<file path="src/rtl/i2c_seq_pkg.sv">
package i2c_seq_pkg;

  typedef enum logic [2:0] {
    GS_IDLE   = 3'd0,
    GS_OWN    = 3'd1,
    GS_RS_REL = 3'd2,
    GS_ST_SDA = 3'd3,
    GS_ST_SCL = 3'd4,
    GS_SP_LOW = 3'd5,
    GS_SP_SCL = 3'd6
  } gen_state_e;

  typedef struct packed {
    logic sda_low;
    logic scl_low;
  } line_drv_t;

  function automatic line_drv_t drive_of(input gen_state_e st);
    line_drv_t d;
    d.sda_low = (st == GS_ST_SDA) || (st == GS_ST_SCL) ||
                (st == GS_SP_LOW) || (st == GS_SP_SCL);
    d.scl_low = (st == GS_OWN) || (st == GS_ST_SCL) || (st == GS_SP_LOW);
    return d;
  endfunction

endpackage

</file>
<file path="src/rtl/i2c_seq_req.sv">
module i2c_seq_req (
  input  logic clk,
  input  logic rst_n,
  input  logic active,
  input  logic wr_en,
  input  logic wr_start,
  input  logic wr_stop,
  input  logic done_start,
  input  logic done_stop,
  input  logic abort,
  output logic start_q,
  output logic stop_q
);

  logic start_nx;
  logic stop_nx;

  always_comb begin
    start_nx = start_q & ~done_start & ~abort;
    stop_nx  = stop_q  & ~done_stop  & ~abort;
    if (wr_en) begin
      if (wr_start && wr_stop) begin
        start_nx = 1'b0;
        stop_nx  = 1'b0;
      end else if (wr_start && !stop_q) begin
        start_nx = 1'b1;
      end else if (wr_stop && !start_q) begin
        stop_nx = 1'b1;
      end
    end
    if (!active) begin
      start_nx = 1'b0;
      stop_nx  = 1'b0;
    end
  end

  always_ff @(posedge clk or negedge rst_n) begin
    if (!rst_n) begin
      start_q <= 1'b0;
      stop_q  <= 1'b0;
    end else begin
      start_q <= start_nx;
      stop_q  <= stop_nx;
    end
  end

  AST_REQ_EXCLUSIVE: assert property (@(posedge clk) disable iff (!rst_n)
    !(start_q && stop_q));
  AST_BOTH_REJECTED: assert property (@(posedge clk) disable iff (!rst_n)
    wr_en && wr_start && wr_stop |=> !start_q && !stop_q);
  AST_INACTIVE_CLEAR: assert property (@(posedge clk) disable iff (!rst_n)
    !active |=> !start_q && !stop_q);
  AST_START_DROPPED: assert property (@(posedge clk) disable iff (!rst_n)
    wr_en && wr_start && !wr_stop && stop_q |=> !start_q);

endmodule

</file>
<file path="src/rtl/i2c_seq_gen.sv">
module i2c_seq_gen
  import i2c_seq_pkg::*;
(
  input  logic clk,
  input  logic rst_n,
  input  logic active,
  input  logic tick,
  input  logic bus_busy,
  input  logic start_q,
  input  logic stop_q,
  output logic sda_low,
  output logic scl_low,
  output logic done_start,
  output logic done_stop,
  output logic idle
);

  gen_state_e state_q;
  gen_state_e state_nx;
  line_drv_t  drv;

  always_comb begin
    state_nx   = state_q;
    done_start = 1'b0;
    done_stop  = 1'b0;
    if (!active) begin
      state_nx = GS_IDLE;
    end else if (tick) begin
      case (state_q)
        GS_IDLE: begin
          if (start_q && !bus_busy) begin
            state_nx = GS_ST_SDA;
          end else if (stop_q) begin
            done_stop = 1'b1;
          end
        end
        GS_OWN: begin
          if (start_q) begin
            state_nx = GS_RS_REL;
          end else if (stop_q) begin
            state_nx = GS_SP_LOW;
          end
        end
        GS_RS_REL: state_nx = GS_ST_SDA;
        GS_ST_SDA: state_nx = GS_ST_SCL;
        GS_ST_SCL: begin
          state_nx   = GS_OWN;
          done_start = 1'b1;
        end
        GS_SP_LOW: state_nx = GS_SP_SCL;
        GS_SP_SCL: begin
          state_nx  = GS_IDLE;
          done_stop = 1'b1;
        end
        default: state_nx = GS_IDLE;
      endcase
    end
  end

  always_ff @(posedge clk or negedge rst_n) begin
    if (!rst_n) begin
      state_q <= GS_IDLE;
    end else begin
      state_q <= state_nx;
    end
  end

  assign drv     = drive_of(state_q);
  assign sda_low = drv.sda_low;
  assign scl_low = drv.scl_low;
  assign idle    = (state_q == GS_IDLE);

  AST_HOLD_WITHOUT_TICK: assert property (@(posedge clk) disable iff (!rst_n)
    active && !tick |=> $stable(sda_low) && $stable(scl_low));
  AST_START_NEEDS_FREE: assert property (@(posedge clk) disable iff (!rst_n)
    idle && bus_busy |=> !sda_low && !scl_low);
  AST_OWN_AFTER_START: assert property (@(posedge clk) disable iff (!rst_n)
    done_start |=> scl_low || !active);

endmodule

</file>
<file path="src/rtl/i2c_seq_timer.sv">
module i2c_seq_timer #(
  parameter int TO_W = 8
) (
  input  logic            clk,
  input  logic            rst_n,
  input  logic            active,
  input  logic            to_en,
  input  logic [TO_W-1:0] limit,
  input  logic            pending,
  input  logic            waiting,
  input  logic            tick,
  output logic            expire
);

  localparam int CW = TO_W + 1;

  logic [TO_W-1:0] cnt_q;
  logic [TO_W-1:0] cnt_nx;
  logic [CW-1:0]   cnt_inc;
  logic [CW-1:0]   lim_eff;
  logic            step;

  assign lim_eff = (limit == '0) ? CW'(1) : {1'b0, limit};
  assign cnt_inc = {1'b0, cnt_q} + CW'(1);
  assign step    = active && to_en && waiting && tick;
  assign expire  = step && (cnt_inc >= lim_eff);

  always_comb begin
    cnt_nx = cnt_q;
    if (!active || !to_en || !pending || expire) begin
      cnt_nx = '0;
    end else if (step) begin
      cnt_nx = cnt_inc[TO_W-1:0];
    end
  end

  always_ff @(posedge clk or negedge rst_n) begin
    if (!rst_n) begin
      cnt_q <= '0;
    end else begin
      cnt_q <= cnt_nx;
    end
  end

  AST_CNT_CLEARED_IDLE: assert property (@(posedge clk) disable iff (!rst_n)
    !pending |=> cnt_q == '0);
  AST_NO_EXPIRE_OFF: assert property (@(posedge clk) disable iff (!rst_n)
    !to_en |-> !expire);

endmodule

</file>
<file path="src/rtl/i2c_cond_seq.sv">
module i2c_cond_seq #(
  parameter int TO_W = 8
) (
  input  logic            clk,
  input  logic            rst_n,
  input  logic            wr_en,
  input  logic            wr_start,
  input  logic            wr_stop,
  input  logic            master,
  input  logic            enable,
  input  logic            bus_busy,
  input  logic            tick,
  input  logic            to_en,
  input  logic [TO_W-1:0] to_limit,
  input  logic            start_irq_en,
  input  logic            to_irq_en,
  output logic            sda_low,
  output logic            scl_low,
  output logic            start_req,
  output logic            stop_req,
  output logic            start_irq,
  output logic            to_irq
);

  logic rst_meta;
  logic rst_sync;
  logic active;
  logic done_start;
  logic done_stop;
  logic gen_idle;
  logic expire;
  logic waiting;

  always_ff @(posedge clk or negedge rst_n) begin
    if (!rst_n) begin
      rst_meta <= 1'b0;
      rst_sync <= 1'b0;
    end else begin
      rst_meta <= 1'b1;
      rst_sync <= rst_meta;
    end
  end

  assign active  = master && enable;
  assign waiting = gen_idle && bus_busy && start_req;

  i2c_seq_req u_req (
    .clk        (clk),
    .rst_n      (rst_sync),
    .active     (active),
    .wr_en      (wr_en),
    .wr_start   (wr_start),
    .wr_stop    (wr_stop),
    .done_start (done_start),
    .done_stop  (done_stop),
    .abort      (expire),
    .start_q    (start_req),
    .stop_q     (stop_req)
  );

  i2c_seq_gen u_gen (
    .clk        (clk),
    .rst_n      (rst_sync),
    .active     (active),
    .tick       (tick),
    .bus_busy   (bus_busy),
    .start_q    (start_req),
    .stop_q     (stop_req),
    .sda_low    (sda_low),
    .scl_low    (scl_low),
    .done_start (done_start),
    .done_stop  (done_stop),
    .idle       (gen_idle)
  );

  i2c_seq_timer #(.TO_W(TO_W)) u_timer (
    .clk     (clk),
    .rst_n   (rst_sync),
    .active  (active),
    .to_en   (to_en),
    .limit   (to_limit),
    .pending (start_req || stop_req),
    .waiting (waiting),
    .tick    (tick),
    .expire  (expire)
  );

  always_ff @(posedge clk or negedge rst_sync) begin
    if (!rst_sync) begin
      start_irq <= 1'b0;
      to_irq    <= 1'b0;
    end else begin
      start_irq <= done_start && start_irq_en;
      to_irq    <= expire && to_irq_en;
    end
  end

  AST_START_IRQ_PULSE: assert property (@(posedge clk) disable iff (!rst_sync)
    start_irq |=> !start_irq);
  AST_TIMEOUT_CLEARS: assert property (@(posedge clk) disable iff (!rst_sync)
    expire && !(wr_en && wr_start) |=> !start_req);
  AST_STOP_RELEASES: assert property (@(posedge clk) disable iff (!rst_sync)
    done_stop |=> !sda_low && !scl_low);

endmodule

</file>
<file path="config.mk">
export PLATFORM = sky130hd
export DESIGN_NAME = i2c_cond_seq
export DESIGN_NICKNAME = d
export VERILOG_FILES = /design/src/rtl/i2c_seq_pkg.sv /design/src/rtl/i2c_seq_req.sv /design/src/rtl/i2c_seq_gen.sv /design/src/rtl/i2c_seq_timer.sv /design/src/rtl/i2c_cond_seq.sv
export SDC_FILE = /design/constraint.sdc
export NUM_CORES = 1
export LEC_CHECK = 0
export BUFFER_PORTS_ARGS = -buffer_cell sky130_fd_sc_hd__buf_4
export CAP_MARGIN = 20
export CORE_MARGIN = 1.5
export CORE_UTILIZATION = 25
export CTS_CLUSTER_SIZE = 40
export DETAILED_ROUTE_END_ITERATION = 10
export PLACE_DENSITY = 0.41
export SLEW_MARGIN = 10
export SYNTH_ARGS = -nofsm -noshare
export SYNTH_HDL_FRONTEND = slang
export SYNTH_HIERARCHICAL = 1
export SYNTH_SLANG_ARGS = --single-unit
</file>
<file path="constraint.sdc">
create_clock -name clk -period 2.2 [get_ports clk]
set_input_delay 0.22 -clock clk [delete_from_list [all_inputs] [get_ports clk]]
set_output_delay 0.22 -clock clk [all_outputs]
set_load 0.02 [all_outputs]
</file>
Word-level counts from Yosys, hierarchy flattened

Index checks and enable logic that the tools add are counted.

Register bits after elaboration: 17
Bits of input ports: 20
Output and inout port bits: 6
Word-level logic and storage cells: 84

Mux-type cells: 26
Bitwise logic cells: 7
$add $sub $neg: 1
Order comparisons: 1
Reductions and logical operators: 32
Eq/ne operators: 9

Operators by type and width:

| operator            | number |
|---|---|
| $mux 8              | 3 |
| $pmux 3 s6          | 1 |
| $mux 1              | 16 |
| $mux 3              | 5 |
| $logic_and 1x1->1   | 13 |
| $add 8x1->9 const B | 1 |
| $eq 3x3->1 const B  | 3 |
| $ge 9x9->1          | 1 |
| $logic_or 1x1->1    | 9 |
| $logic_not 8->1     | 1 |
| $eq 3x2->1 const B  | 2 |
| $logic_not 1->1     | 6 |
| $and 1x1->1         | 4 |
| $ne 4x4->1 const B  | 1 |
| $eq 3x1->1 const B  | 1 |
| $logic_not 3->1     | 1 |
| $ne 3x3->1 const B  | 1 |
| $not 1->1           | 3 |
| $reduce_and 3->1    | 1 |
| $ne 2x2->1 const B  | 1 |
| $pmux 1 s2          | 1 |
| $reduce_bool 2->1   | 1 |

Longest topological paths before layout

Gate-level depths: netlist of the first run.

Depth after elaboration: 14
Gate-level depth with buffers: 11

Modules after synthesis

Netlist of the first run, hierarchy kept.

Modules (own cells, without submodules):

| module        | instances | cells an instance | sequential area each (µm²) | area each (µm²) |
|---|---|---|---|---|
| i2c_seq_timer | 1         | 70                | 200.2                      | 671.9 |
| i2c_seq_gen   | 1         | 34                | 75.1                       | 277.8 |
| i2c_cond_seq  | 1         | 10                | 100.1                      | 136.4 |
| i2c_seq_req   | 1         | 10                | 50.0                       | 112.6 |

Worst setup path before layout of the first run

Ideal clock, no wire load.

Path type: register to register
Start point: register u_timer.cnt_q[0]
End point: register u_req.stop_q
Path slack: -0.498 ns
Cell stages (with the launch flop): 12
Required time: 2.113 ns
Path buffers: 0
Arrival time: 2.612 ns
Cell sequence: dfrtp_1 ha_1 nand3_2 nor2_1 xor2_1 ha_1 and3_1 a221oi_1 nand2_1 o21a_1 or3b_1 a211oi_2

Word-level cells in the longest chain between the ends: 10

RTL lines:

| what                    | line                | RTL |
|---|---|---|
| start, declared         | i2c_seq_timer.sv:17 | `logic [TO_W-1:0] cnt_q;` |
| start signal, assigned  | i2c_seq_timer.sv:41 | `cnt_q <= cnt_nx;` |
| $add 8x1->9 (*)         | i2c_seq_timer.sv:24 | `assign cnt_inc = {1'b0, cnt_q} + CW'(1);` |
| $ge 9x9->1 (*)          | i2c_seq_timer.sv:26 | `assign expire = step && (cnt_inc >= lim_eff);` |
| $logic_and 1x1->1 (*)   | i2c_seq_timer.sv:26 |  |
| named net expire        | i2c_cond_seq.sv:31  | `logic expire;` |
| $not 1->1 (*)           | i2c_seq_req.sv:20   | `stop_nx = stop_q & ~done_stop & ~abort;` |
| $and 1x1->1 (*)         | i2c_seq_req.sv:20   |  |
| $mux 1                  | i2c_seq_req.sv:27   | `end else if (wr_stop && !start_q) begin` |
| $mux 1                  | i2c_seq_req.sv:25   | `end else if (wr_start && !stop_q) begin` |
| $mux 1                  | i2c_seq_req.sv:22   | `if (wr_start && wr_stop) begin` |
| $mux 1 (*)              | i2c_seq_req.sv:21   | `if (wr_en) begin` |
| $mux 1 (*)              | i2c_seq_req.sv:31   | `if (!active) begin` |
| named net u_req.stop_nx | i2c_seq_req.sv:16   | `logic stop_nx;` |
| end signal, assigned    | i2c_seq_req.sv:43   | `stop_q <= stop_nx;` |
| end, declared           | i2c_seq_req.sv:12   | `output logic stop_q` |

The timed path passes the listed nets; every way through them passes the cells marked *.
A chain may end at the register's enable or synchronous reset.

Worst setup path in the final report of the first run

Start point: register u_timer.cnt_q[0]
End point: register u_req.start_q

Word-level cells in the longest chain between the ends: 9

RTL lines:

| what                     | line                | RTL |
|---|---|---|
| $add 8x1->9 (*)          | i2c_seq_timer.sv:24 |  |
| $ge 9x9->1 (*)           | i2c_seq_timer.sv:26 |  |
| $logic_and 1x1->1 (*)    | i2c_seq_timer.sv:26 |  |
| named net expire         | i2c_cond_seq.sv:31  |  |
| $not 1->1 (*)            | i2c_seq_req.sv:19   | `start_nx = start_q & ~done_start & ~abort;` |
| $and 1x1->1 (*)          | i2c_seq_req.sv:19   |  |
| $mux 1                   | i2c_seq_req.sv:25   |  |
| $mux 1                   | i2c_seq_req.sv:22   |  |
| $mux 1 (*)               | i2c_seq_req.sv:21   |  |
| $mux 1 (*)               | i2c_seq_req.sv:31   |  |
| named net u_req.start_nx | i2c_seq_req.sv:15   | `logic start_nx;` |
| end signal, assigned     | i2c_seq_req.sv:42   | `start_q <= start_nx;` |
| end, declared            | i2c_seq_req.sv:11   | `output logic start_q,` |

Marks and branches as above.

==> flow_summary.yaml, run 1 <==
status:
  status: "complete, but fails checks"
  violations: "setup timing"
routing:
  drc: 0
  first_pass_iters: 4
  dr.first_iter.drc_count: 40
  top_layer: "met4"
  wl_met1_um: 1370
  vias: 1165
  via_per_inst: 4.94
  wl_per_cell_um: 13.1
  met2_length_um: 1500
  met3WireLength_um: 172
  routed_wl_um: 3100
  antenna_left: 0
yosys:
  syn_area_mm2: 0.00120
  synthCells: 124
  ys_types: 44
  ys_ff_latch: 17
  ys_async_sr_fraction: 1.00
  yosys_warnings: 6
  synth.avg_cell_area_um2: 9.67
  synthesis.nets: 153
  synth_commonest_cells: "dfrtp_1 (17), inv_1 (11), ha_1 (9), nand2_1 (9), a32o_1 (8)"
  synth_edf_count: 0
  yosysSeqAreaShare: 0.355
  synth_top_area_frac: 0.355
  synth_most_common_cell: "dfrtp_1"
  synth.area.top_cells: "dfrtp_1 (35%), ha_1 (9.4%), a32o_1 (6.7%), inv_1 (3.4%), xnor2_1 (2.9%)"
  synth_area_leader_cell: "dfrtp_1"
  synthFlopType: "dfrtp_1"
pwr:
  power_mw: 0.647
  p_switching_mw: 0.152
  leakage_nw: 0.909
  ir_drop_uv: 197
  p_per_area_mw_per_mm2: 359
  clkPwrFrac: 0.347
  power_frac_comb: 0.146
  power_frac_seq: 0.507
  switching_share: 0.235
  p_int_mw: 0.496
clock_network:
  path_clk_slew_ns: 0.06
  cts_root_buf: "clkbuf_8"
  cts_tree: "yes"
  cts_buffer_depth: 2
  cts_sinks: 17
  numCtsBuffers: 3
  clock_latency_ns: 0.24
  htree_levels: 1
placed_design:
  io_buffer_count: 25
  dp_worst_setup_slack_ns: -0.541
  place.detailed.hpwl_um: 2430
  place_congestion: 0.803
sta:
  worst_pin_slew_ns: 1.02
  hold-worst-slack_ns: 0.192
  setup_viol: 11
  setup_ws_ns: -0.451
  hold_viol: 0
  post-route-min-period_ns: 2.65
  fin_worst_skew_ns: 0.00151
  final-max-slew-violation-count: 0
  period_share: 1.21
  rsz0062_at_grt: "true"
  fmax_ghz: 0.377
  max_slew_margin: 0.317
setup_path:
  r2r_slack_ns: -0.45
  path_class: "reg2reg"
  cp-end-kind: "register"
  worstPathArrival_ns: 2.81
  cp_max_fo: 3
  cp.required_ns: 2.36
  worst_setup_path_start_kind: "register"
cells_and_area:
  n_fill_cell: 484
  layout-drive-gt1-share: 0.434
  final_nets: 212
  antenna_cells: 0
  syn2layout_area_growth_pct: 50.5
grt:
  antenna_found_initial: 0
  overflow: 0
  grt_pass1_vias: 1207
  grt_usage: 0.127
  grt_pass1_wl_um: 5260
  grt_max_degree: 16
floorplanning:
  initial_core_util: 0.257
  std_cell_rows: 25
  die_area_mm2: 0.00522
  dieWidth_um: 72.2
  core_area_mm2: 0.00466
  boundaryPins: 26
  die-height_um: 72.2
run:
  cap_viol_max_count: 0
hold_path:
  hold_class: "in2reg"
## area by class of cell
class / instances / area [µm²] / share of cell area
Multi-Input combinational cell: 92 / 786 / 0.436
Timing Repair Buffer: 58 / 438 / 0.243
Sequential cell: 17 / 425 / 0.236
Tap cell: 54 / 67.6 / 0.0374
Clock buffer: 3 / 41.3 / 0.0229
Inverter: 11 / 41.3 / 0.0229
Clock inverter: 1 / 5.00 / 0.00277
## layer usage
layer  vias up  global-route usage
li1        576                   -
met1       538               0.158
met2        45               0.220
met3         6              0.0181
met4         0              0.0545
met5         -                   0
## placed cells by master (no fill, tap or decap), drive strengths merged, types with 2 or more instances in the layout
cell type,n
nor2,7
nand3,6
a211oi,3
clkbuf,3
xnor2,4
nand2,9
inv,11
dfrtp,17
buf,57
o32ai,3
ha,9
nand3b,2
or3b,3
xor2,3
and4,2
and3,4
a21oi,3
a32o,8
and2,4
a21o,2
nor2b,2
## state kept, by name (all words and copies together), names as in the netlist
register,cells
u_gen/state_q,3
u_req/stop_q,1
u_timer/cnt_q,8
rst_sync,1
rst_meta,1
start_irq,1
to_irq,1
u_req/start_q,1
## per-stage QoR
step | instance area (µm²) | utilization | setup TNS, ns | cells
floorplan | 1210 | - | -0.780 | 124
global placement | 1610 | 0.345 | -1.05 | 223
detailed placement | 1610 | 0.345 | -1.56 | 223
CTS | 1780 | 0.381 | -1.17 | 236
global route | 1800 | 0.387 | -3.32 | 236
finish | 1800 | 0.387 | -1.28 | 236
## critical path: stages (launching register included)
cell,delay (ns)
dfrtp_1,0.41
nand4_1,0.17
nor2_1,0.17
xnor2_1,0.16
ha_1,0.29
and3_4,0.20
buf_4,0.13
and4_1,0.23
o21a_1,0.22
or3b_1,0.39
a211oi_2,0.19
## power groups by stage
stage	Combinational, mW	Clock [mW]	Sequential (mW)
5_1_grt	0.104	0.244	0.330
4_1_cts	0.0932	0.234	0.329
2_1_floorplan	0.0453	0	0.331
6_report	0.0944	0.225	0.328
3_3_place_gp	0.0883	0	0.335
3_5_place_dp	0.0906	0	0.335
## final timing paths
kind                       cells past startpoint             to             start
setup / recovery                              10  u_req/start_q  u_timer/cnt_q[0]
hold / removal                                 2      start_irq      start_irq_en
setup reg to reg                              10  u_req/start_q  u_timer/cnt_q[0]
hold reg to reg                                0      start_irq          rst_sync
max in group asynchronous                      0   u_req/stop_q          rst_sync
min in group asynchronous                      0      start_irq          rst_sync
## timing repair
item / CTS / global route
endpoints found under the hold margin: 2 / 0
hold buffers: 1 / 0
pin swaps: 17 / 4
resized for setup: 8 / 5
setup endpoints to repair: 11 / 11
buffers inserted: 8 / 0
## cell families (layout without fill, tap and decap cells)
logic type / count (synthesis) / in the layout / share of synthesized area
DFF: 17 / 17 / 0.355
other: 1 / 1 / 0.00313
xor gates and xnor gates: 7 / 7 / 0.0511
buffers and inverters: 15 / 73 / 0.0689
adders and majority gates: 9 / 9 / 0.0939
and+or+nand+nor: 47 / 47 / 0.230
AOI/OAI and AO/OA: 28 / 28 / 0.198
(Power assumes the default switching activity.)
==> inputs of run 2 (changes only) <==
- REMOVE_ABC_BUFFERS: unset -> 1
==> flow_summary.yaml, run 2 (same netlist as run 1, synthesis figures left out) <==
floorplanning:
  die_area_mm2: 0.00522
  boundaryPins: 26
  die-height_um: 72.2
  core_area_mm2: 0.00466
  std_cell_rows: 25
  dieWidth_um: 72.2
  initial_core_util: 0.257
grt:
  antenna_found_initial: 0
  grt_pass1_vias: 1183
  grt_pass1_wl_um: 5130
  grt_max_degree: 16
  grt_usage: 0.124
  top_usage_layer: "met2"
  grt_use_met1: 0.152
  use_met3: 0.0222
  overflow: 0
  use_met2: 0.212
setup_path:
  cp_max_fo: 4
  rr_endpoint: "u_req/start_q"
  worstPathArrival_ns: 2.88
  r2r_slack_ns: -0.52
  cp-end-kind: "register"
  worst_setup_path_start_kind: "register"
  rr_worst_depth: 10
  rr_startpoint: "u_timer/cnt_q[1]"
  critPathLaunch: "u_timer/cnt_q[1]"
  worstSetupEndpoint: "u_req/start_q"
  cp.required_ns: 2.36
  path_class: "reg2reg"
pwr:
  p_switching_mw: 0.156
  power_frac_seq: 0.507
  power_frac_comb: 0.141
  p_int_mw: 0.495
  power_mw: 0.651
  switching_share: 0.239
  ir_drop_uv: 158
  clkPwrFrac: 0.351
  p_per_area_mw_per_mm2: 357
  leakage_nw: 0.913
cells_and_area:
  antenna_cells: 0
  top_register: "u_timer/cnt_q"
  largest_registers: "u_timer/cnt_q x8, u_gen/state_q x3"
  final_cell_mix: "buf_4 (58), dfrtp_1 (17), inv_1 (11)"
  layout-drive-gt1-share: 0.438
  largest_register_ffs: 8
  final_nets: 215
  final_common_cell: "buf_4"
  syn2layout_area_growth_pct: 52.1
  n_fill_cell: 475
placed_design:
  place.detailed.hpwl_um: 2350
  io_buffer_count: 25
  place_congestion: 0.913
routing:
  drc: 0
  dr.first_iter.drc_count: 40
  vias: 1151
  antenna_left: 0
  wl_per_cell_um: 12.8
  first_pass_iters: 4
  routed_wl_um: 3070
  via_per_inst: 4.82
sta:
  tns_ns: -2.08
  post-route-min-period_ns: 2.72
  rsz0062_at_grt: "true"
  fin_worst_skew_ns: 0.00337
  max_slew_margin: 0.578
  setup_ws_ns: -0.519
  period_share: 1.24
  worst_pin_slew_ns: 0.634
  setup_viol: 11
  fmax_ghz: 0.368
  hold_viol: 0
  final-max-slew-violation-count: 0
status:
  violations: "setup timing"
  status: "complete, but fails checks"
clock_network:
  cts_buffer_depth: 2
  clock_latency_ns: 0.25
  cts_root_buf: "clkbuf_8"
  htree_levels: 1
  cts_sinks: 17
  numCtsBuffers: 3
  path_clk_slew_ns: 0.07
  cts_tree: "yes"
run:
  cap_viol_max_count: 0
hold_path:
  hold_class: "in2reg"
  hold_depth: 2
## run 2: cell count changes in the layout (fill, tap and decap cells not counted)
cell	delta
and2_1	-1
buf_6	+1
buf_2	+1
and2_4	+1
xor2_2	+1
xnor2_2	-1
xor2_1	-1
buf_4	+1
or3b_4	-1
or3b_1	+1
xnor2_1	+1
nand3_1	+1
nand3_2	-1
## run 2: routing by layer
metal  vias up  part of all wire
met5         -                 0
met4         0             0.019
met3         6             0.044
met2        32              0.50
met1       536              0.44
li1        577                 -
## run 2: area by class of cell
| class | instances | area [µm²] | share of cell area |
|---|---|---|---|
| clock buffer | 3 | 41.3 | 0.0226 |
| clock inverter | 1 | 5.00 | 0.00275 |
| inverter | 11 | 41.3 | 0.0226 |
| multi-input combinational | 92 | 781 | 0.428 |
| sequential | 17 | 425 | 0.233 |
| tap | 54 | 67.6 | 0.0371 |
| timing repair buffer | 61 | 462 | 0.253 |
## run 2: metrics by stage
| step | util | setup WS, ns | std cells | cell area, µm² | hold WS, ns |
|---|---|---|---|---|---|
| after global placement | 0.347 | -0.530 | 226 | 1620 | 0.00372 |
| final | 0.391 | -0.519 | 239 | 1820 | 0.188 |
| after global routing | 0.391 | -0.646 | 239 | 1820 | 0.184 |
| after detailed placement | 0.347 | -0.641 | 226 | 1620 | 0.00455 |
| after floorplan | - | -0.498 | 120 | 1160 | -0.0756 |
| after CTS | 0.376 | -0.449 | 236 | 1750 | 0.179 |
## run 2: worst min-delay path by stage
stage | start | endpoint
2_1_floorplan | rst_n | rst_meta
3_3_place_gp | rst_n | rst_sync
3_5_place_dp | rst_n | rst_sync
4_1_cts | to_irq_en | to_irq
5_1_grt | start_irq_en | start_irq
6_report | start_irq_en | start_irq
## run 2: critical path, cell delays in order (launching register included)
cell and delay, ns:
dfrtp_1 0.44, nand4_1 0.19, nor2_1 0.15, xor2_1 0.22, ha_1 0.27, and3_4 0.18
a221oi_4 0.30, nand2_2 0.09, o21a_1 0.22, or3b_1 0.38, a211oi_2 0.20
## run 2: what timing repair did
action / CTS / global route
buffers inserted: 6 / 2
setup endpoints to repair: 11 / 11
hold endpoints to repair: 2 / 0
pin swaps: 21 / 3
resized for setup: 8 / 8
gates cloned: 0 / 0
hold buffers: 1 / 0
## run 2: power by group through the flow
stage	logic [mW]	registers (mW)	clock network [mW]
after floorplan	0.0363	0.334	0
after global placement	0.0839	0.336	0
after detailed placement	0.0855	0.337	0
after CTS	0.0896	0.331	0.242
after global routing	0.103	0.332	0.250
final	0.0921	0.330	0.229
